**src/rtl/pexc_pkg.sv**
```systemverilog
package pexc_pkg;
    typedef enum logic [2:0] {
        CAUSE_NONE = 3'd0,
        CAUSE_ITLB = 3'd1,
        CAUSE_DTLB = 3'd2,
        CAUSE_DBUS = 3'd3,
        CAUSE_XFLT = 3'd4,
        CAUSE_IRQ  = 3'd5
    } cause_e;

    localparam int unsigned VEC_SHIFT   = 5;
    localparam int unsigned CARRY_DEPTH = 3;
endpackage

```
**src/rtl/pexc_tag_pipe.sv**
```systemverilog
module pexc_tag_pipe
    import pexc_pkg::*;
(
    input  logic   clk,
    input  logic   rst_n,
    input  logic   advance,
    input  logic   flush_all,
    input  logic   flush_front,
    input  logic   f_miss,
    input  logic   x_flt,
    output cause_e m_tag
);
    localparam int unsigned IDX_D = 0;
    localparam int unsigned IDX_X = 1;
    localparam int unsigned IDX_M = CARRY_DEPTH - 1;

    cause_e tag_d [CARRY_DEPTH];
    cause_e tag_q [CARRY_DEPTH];

    always_comb begin
        for (int i = 0; i < CARRY_DEPTH; i++) tag_d[i] = tag_q[i];
        if (flush_all) begin
            for (int i = 0; i < CARRY_DEPTH; i++) tag_d[i] = CAUSE_NONE;
        end else if (advance) begin
            tag_d[IDX_D] = (!flush_front && f_miss) ? CAUSE_ITLB : CAUSE_NONE;
            tag_d[IDX_X] = flush_front ? CAUSE_NONE : tag_q[IDX_D];
            if (tag_q[IDX_X] != CAUSE_NONE)
                tag_d[IDX_M] = tag_q[IDX_X];
            else
                tag_d[IDX_M] = x_flt ? CAUSE_XFLT : CAUSE_NONE;
        end
    end

    generate
        for (genvar g = 0; g < CARRY_DEPTH; g++) begin : g_stage
            always_ff @(posedge clk or negedge rst_n) begin
                if (!rst_n) tag_q[g] <= CAUSE_NONE;
                else        tag_q[g] <= tag_d[g];
            end
        end
    endgenerate

    assign m_tag = tag_q[IDX_M];
endmodule

```
**src/rtl/pexc_select.sv**
```systemverilog
module pexc_select
    import pexc_pkg::*;
(
    input  logic   m_valid,
    input  logic   stall,
    input  logic   dbus_seen,
    input  logic   dtlb_miss,
    input  cause_e carried,
    input  logic   irq,
    output logic   take,
    output cause_e cause
);
    always_comb begin
        cause = CAUSE_NONE;
        if (m_valid && !stall) begin
            if (dbus_seen)                 cause = CAUSE_DBUS;
            else if (dtlb_miss)            cause = CAUSE_DTLB;
            else if (carried != CAUSE_NONE) cause = carried;
            else if (irq)                  cause = CAUSE_IRQ;
        end
        take = (cause != CAUSE_NONE);
    end
endmodule

```
**src/rtl/pexc_arbiter.sv**
```systemverilog
module pexc_arbiter
    import pexc_pkg::*;
#(
    parameter int unsigned PC_W = 32
) (
    input  logic            clk,
    input  logic            rst_n,
    input  logic            pipe_stall,
    input  logic            f_valid,
    input  logic            f_itlb_miss,
    input  logic            x_valid,
    input  logic            x_fault,
    input  logic            x_branch_flush,
    input  logic [PC_W-1:0] x_branch_target,
    input  logic            m_valid,
    input  logic [PC_W-1:0] m_pc,
    input  logic            m_dtlb_miss,
    input  logic            dbus_err,
    input  logic            dbus_cyc,
    input  logic            irq,
    input  logic [PC_W-1:0] exc_base,
    output logic            kill_f,
    output logic            kill_d,
    output logic            kill_x,
    output logic            kill_m,
    output logic            redirect_valid,
    output logic [PC_W-1:0] redirect_pc,
    output logic            exc_taken,
    output logic [2:0]      exc_id,
    output logic [PC_W-1:0] epc
);
    typedef struct packed {
        logic            seen;
        logic            taken;
        cause_e          id;
        logic [PC_W-1:0] epc;
    } state_t;

    state_t state_d, state_q;
    logic   take;
    logic   br_act;
    cause_e cause;
    cause_e m_tag;

    assign br_act = x_branch_flush && !pipe_stall;

    pexc_tag_pipe u_tags (
        .clk         (clk),
        .rst_n       (rst_n),
        .advance     (!pipe_stall),
        .flush_all   (take),
        .flush_front (br_act),
        .f_miss      (f_valid && f_itlb_miss),
        .x_flt       (x_valid && x_fault),
        .m_tag       (m_tag)
    );

    pexc_select u_sel (
        .m_valid   (m_valid),
        .stall     (pipe_stall),
        .dbus_seen (state_q.seen),
        .dtlb_miss (m_dtlb_miss),
        .carried   (m_tag),
        .irq       (irq),
        .take      (take),
        .cause     (cause)
    );

    always_comb begin
        state_d       = state_q;
        state_d.seen  = (state_q.seen && !take) || (dbus_err && dbus_cyc);
        state_d.taken = take;
        if (take) begin
            state_d.id  = cause;
            state_d.epc = m_pc;
        end

        kill_m = take;
        kill_x = take;
        kill_d = take || br_act;
        kill_f = take || br_act;
        redirect_valid = take || br_act;
        if (take)
            redirect_pc = exc_base + (PC_W'(cause) << VEC_SHIFT);
        else if (br_act)
            redirect_pc = x_branch_target;
        else
            redirect_pc = '0;
    end

    always_ff @(posedge clk or negedge rst_n) begin
        if (!rst_n) begin
            state_q.seen  <= 1'b0;
            state_q.taken <= 1'b0;
            state_q.id    <= CAUSE_NONE;
            state_q.epc   <= '0;
        end else begin
            state_q <= state_d;
        end
    end

    assign exc_taken = state_q.taken;
    assign exc_id    = state_q.id;
    assign epc       = state_q.epc;
endmodule

```
**config.mk**
```make
export PLATFORM = sky130hd
export DESIGN_NAME = pexc_arbiter
export DESIGN_NICKNAME = d
export VERILOG_FILES = /design/src/rtl/pexc_pkg.sv /design/src/rtl/pexc_tag_pipe.sv /design/src/rtl/pexc_select.sv /design/src/rtl/pexc_arbiter.sv
export SDC_FILE = /design/constraint.sdc
export NUM_CORES = 1
export LEC_CHECK = 0
export ABC_CLOCK_PERIOD_IN_PS = 3500
export BUFFER_PORTS_ARGS = -buffer_cell sky130_fd_sc_hd__buf_2
export CORE_ASPECT_RATIO = 2
export CORE_MARGIN = 8
export CORE_UTILIZATION = 41
export DETAILED_ROUTE_END_ITERATION = 6
export PLACE_DENSITY_LB_ADDON = 0.12
export SLEW_MARGIN = 20
export SYNTH_ARGS = -nofsm -noshare
export SYNTH_HDL_FRONTEND = slang
export SYNTH_SLANG_ARGS = --single-unit
```
**constraint.sdc**
```tcl
create_clock -name clk -period 3.5 [get_ports clk]
set_input_delay 0.525 -clock clk [delete_from_list [all_inputs] [get_ports clk]]
set_output_delay 0.525 -clock clk [all_outputs]
set_load 0.02 [all_outputs]
```
# ---- After elaboration in Yosys (flattened, before gate mapping)
# Cells that the tools add are included.
dict set report totals {
  output_inout_bits 73
  input_bits 109
  reg_bits 46
  word_cells 37
}
dict set report op_classes {
  reduce_logical 15
  eq_ne 1
  mux 13
  add_sub_neg 1
}
# op count
set op_table {}
lappend op_table {{$mux W32} 2}
lappend op_table {{$add A32 B8 Y32} 1}
lappend op_table {{$mux W3} 8}
lappend op_table {{$mux W9} 2}
lappend op_table {{$reduce_bool A3 Y1} 3}
lappend op_table {{$logic_and A1 B1 Y1} 7}
lappend op_table {{$logic_not A1 Y1} 3}
lappend op_table {{$logic_or A1 B1 Y1} 2}
lappend op_table {{$ne A2 B1 Y1 const B} 1}
lappend op_table {{$mux W1} 1}

# ---- Depth between registers and ports, before layout
dict set report logic_depth {
  depth_word 9
  mapped_depth 13
  depth_no_buf 13
}

# ---- Modules after synthesis
# A second synthesis with hierarchy kept.
dict set report hier_totals {
  hier_cells 299
  area_unflattened_um2 2912.8
}
# mod n_inst area_per_inst_um2 seq_area_each_um2 cells_per_inst
set by_module_without_submodules {}
lappend by_module_without_submodules {pexc_arbiter 1 2637.5 925.9 269}
lappend by_module_without_submodules {pexc_tag_pipe 1 195.2 100.1 18}
lappend by_module_without_submodules {pexc_select 1 80.1 0.0 12}

# ---- Worst setup path after synthesis
# Ideal clock, no wire load.
dict set report synth_path {
  path_type {input to output}
  start {in m_valid}
  end {out redirect_pc[17]}
  t_required_ns 2.975
  stages 10
  setup_slack_ns 0.184
  arrival_ns 2.791
  n_path_buf 0
  path_cell_list {nor2b_1 o21ai_0 inv_1 ha_1 inv_1 fa_1 nand2b_1 a2111o_1 xor2_1 o21ai_0}
}
dict set report synth_between {
  elab_chain_cells 4
  word_cells_on_any_way 5
  classes_between {add/sub (1); mux (2); reduce/logical (2)}
}
# element line
set synth_rtl {}
lappend synth_rtl {{start, declared} pexc_arbiter.sv:15} ;# input logic m_valid,
lappend synth_rtl {{$logic_and A1 B1 Y1 (*)} pexc_select.sv:15} ;# if (m_valid && !stall) begin
lappend synth_rtl {{$mux W3 (*)} pexc_select.sv:15}
lappend synth_rtl {{net cause[0]} pexc_arbiter.sv:42} ;# cause_e cause;
lappend synth_rtl {{$add A32 B8 Y32 or $reduce_bool A3 Y1 (tied branches)} {pexc_arbiter.sv:84, pexc_select.sv:21}}
lappend synth_rtl {{$mux W32 (*)} pexc_arbiter.sv:83} ;# if (take)
lappend synth_rtl {{end, declared} pexc_arbiter.sv:27} ;# output logic [PC_W-1:0] redirect_pc,
# Mark *: on every way through the listed nets, which the timed path passes. The rest lies on a longest branch.

# ---- Final worst setup path
dict set report layout_path {
  start {in m_valid}
  end {out redirect_pc[26]}
}
# The elaborated chain is that of the path after synthesis.

==> metrics.cfg <==
[run_status]
status = finished clean

[timing]
slew_headroom_pct = 40.60
fmax_mhz = 300.5
clock_skew_ns = 0.005212
setup_violations = 0
timing.final.crit_period_ns = 3.328
worstMarginPinSlew_ns = 0.8910
fin_crit_sh_pct = 95.07
hold_viol = 0
maxSlewViolCount = 0
fin_hold_ws_ns = 0.3749

[yosys]
synth-warning-count = 0
yosysTopAreaCellShare_pct = 40.06
syn_inst = 328
ys_seq_area_share_pct = 40.06
syn_avg_cell_area_um2 = 7.809
synth_edf_count = 0
ys_ff_latch = 41
synth_common_cells = nand2_1 (143), dfrtp_1 (41), o21ai_1 (19)
syn-cell-area_um2 = 2561
syn-num-nets = 441
dominantRegCellSynth = dfrtp_1
synth_area_leaders = dfrtp_1 (40%), nand2_1 (21%), xor2_1 (5.5%)
synth_area_leader_cell = dfrtp_1
synth_most_common_cell = nand2_1
synth.distinct_cells = 38
synth-async-reset-ratio_pct = 100.0

[global_route]
grt_util_all_layers_pct = 16.91
overflow = 0
antenna_found_initial = 0
grt_pass1_vias = 2749
grt_pass1_wl_mm = 12.77
grt_max_degree = 61

[clock_tree]
clk_latency_ns = 0.28
clkSinkCount = 41
htree_levels = 2
postCtsHoldBufs = 0
clockBufferDepth = 2
cts_tree = done
cts_made_buffers = 5
path_clk_slew_ns = 0.05
root_buffer = clkbuf_16

[floorplan]
die_area_um2 = 9185
core_area_um2 = 6156
start_util_pct = 41.61
die_w_um = 71.89
rows = 41
io_pins = 182
die_h_um = 127.8

[routing]
vias_per_cell = 4.905
ant_nets = 0
num_vias = 2796
drt-initial-drc-count = 115
routed_wl_mm = 8.181
detail_route.wl_per_cell_um = 14.35
dr.pass1.iters = 4
drcViolationCount = 0

[run]
max_cap_viol_count = 0

[finish]
stdcell_count = 570
areaGrowthSynthToFinish_pct = 44.26
nets = 619
num_antenna_cells = 0
layout-drive-gt1-share_pct = 42.29
n_fill_cell = 619

[worst_hold_path]
hp-class = input port to asynchronous set/reset pin

[placement]
place_congestion = 0.8374
hpwl_mm = 6.401
place_inst = 562
io_buffers = 181

[critical_path]
cp_data_arrival_time_ns = 2.80
path_cells = buf_2, nor2b_1, buf_4, nand3_1, inv_1, ha_1, nand3_1, a211oi_4, nand4_1, xor2_1, o21ai_1, buf_2
crit_path_end_kind = primary output
max_stage_delay_ns = 0.42
slowest_stage = a211oi_4
path_max_fanout = 6
crit_required_ns = 2.97
startpoint_type = input port
criticalPathCategory = input port to primary output

[power]
p_per_area_nw_per_um2 = 398.9
peakVddDrop_v = 0.0003152
finalPower_uw = 1474
static-leakage-power_uw = 0.002044

==> final cells by class <==
cell class	count	area, µm²	area share (%)
Timing Repair Buffer	188	960.9	26.01
Inverter	10	37.54	1.016
Clock buffer	7	142.6	3.860
Multi-Input combinational cell	260	1448	39.18
Sequential cell	41	1026	27.77
Tap cell	64	80.08	2.167
==> repair_timing <==
action,4_1_cts,5_1_grt
setup endpoints to repair,0,9
buffers inserted,0,1
gates resized for setup,0,9
==> path summary, 6_finish.rpt <==
path	end	startpoint	slack, ns	depth (start not counted)
setup / recovery	redirect_pc[26]	m_valid	0.17	12
hold / removal	exc_taken	rst_n	0.37	1
setup reg to reg	u_tags.m_tag[2]	u_tags.m_tag[2]	1.74	6
hold reg to reg	epc[27]	epc[27]	0.47	2
max in group asynchronous	epc[1]	rst_n	2.57	1
min in group clk	epc[11]	m_pc[11]	0.44	3
==> cell usage in the layout, fill, tap and decap left out, types with 2 or more instances in the layout <==
| master | synthesis | layout |
|---|---|---|
| a211oi_4 | 1 | 2 |
| a21oi_2 | 1 | 2 |
| a22o_1 | 8 | 8 |
| and3_1 | 4 | 4 |
| buf_2 | 3 | 180 |
| buf_4 | 3 | 8 |
| clkbuf_16 | 0 | 5 |
| dfrtp_1 | 41 | 41 |
| ha_1 | 3 | 3 |
| inv_1 | 9 | 9 |
| nand2_1 | 143 | 142 |
| nand2b_1 | 4 | 3 |
| nand3_1 | 8 | 8 |
| nand4_1 | 6 | 6 |
| nor2_1 | 10 | 7 |
| nor2_2 | 0 | 3 |
| o21ai_0 | 8 | 6 |
| o21ai_1 | 19 | 21 |
| o21ai_2 | 4 | 4 |
| xnor2_1 | 8 | 8 |
| xor2_1 | 16 | 16 |
==> state kept, by name (all words and copies together), names as in the netlist <==
signal        cells
u_tags.tag_q      2
state_q           1
u_tags.m_tag      2
exc_id            3
epc              32
exc_taken         1
==> cell families (layout without fill, tap and decap cells) <==
group	Yosys count	count (layout)	synth area share (%)
DFF	41	41	40.06
buffers and inverters	27	205	4.543
xor gates and xnor gates	24	24	8.207
and+or+nand+nor	184	184	31.31
AOI/OAI and AO/OA	48	48	13.63
adders and majority gates	4	4	2.247
==> per-stage QoR <==
| stage | setup slack, ns | area (µm²) | utilization [%] | TNS (ns) |
|---|---|---|---|---|
| 5_1_grt | -0.01775 | 3695 | 60.02 | -0.02893 |
| 2_1_floorplan | 0.1840 | 2561 | - | 0 |
| 3_5_place_dp | 0.05475 | 3520 | 57.17 | 0 |
| 4_1_cts | 0.001146 | 3662 | 59.49 | 0 |
| 3_3_place_gp | 0.06076 | 3520 | 57.17 | 0 |
| 6_report | 0.1724 | 3695 | 60.02 | 0 |
==> worst max-delay path: cells and delay by family <==
family / cells / cell delay [ns]
compound gates: 2 / 0.54
simple gates: 4 / 0.68
fa+ha+maj: 1 / 0.38
xor+xnor: 1 / 0.16
buf+inv: 4 / 0.52
==> routing by layer <==
metal	up-vias	global-route usage [%]	share of wire (%)
li1	1428	-	-
met1	1254	19.35	39
met2	111	28.51	50
met3	3	7.288	10
met4	0	2.909	0.44
met5	-	0	0
==> power by group <==
group	internal, µW	switching (µW)	leakage (µW)
logic	170	288	0.00146
registers	540	32.8	0.000512
clock network	280	164	0.0000700
(Power assumes the default switching activity.)
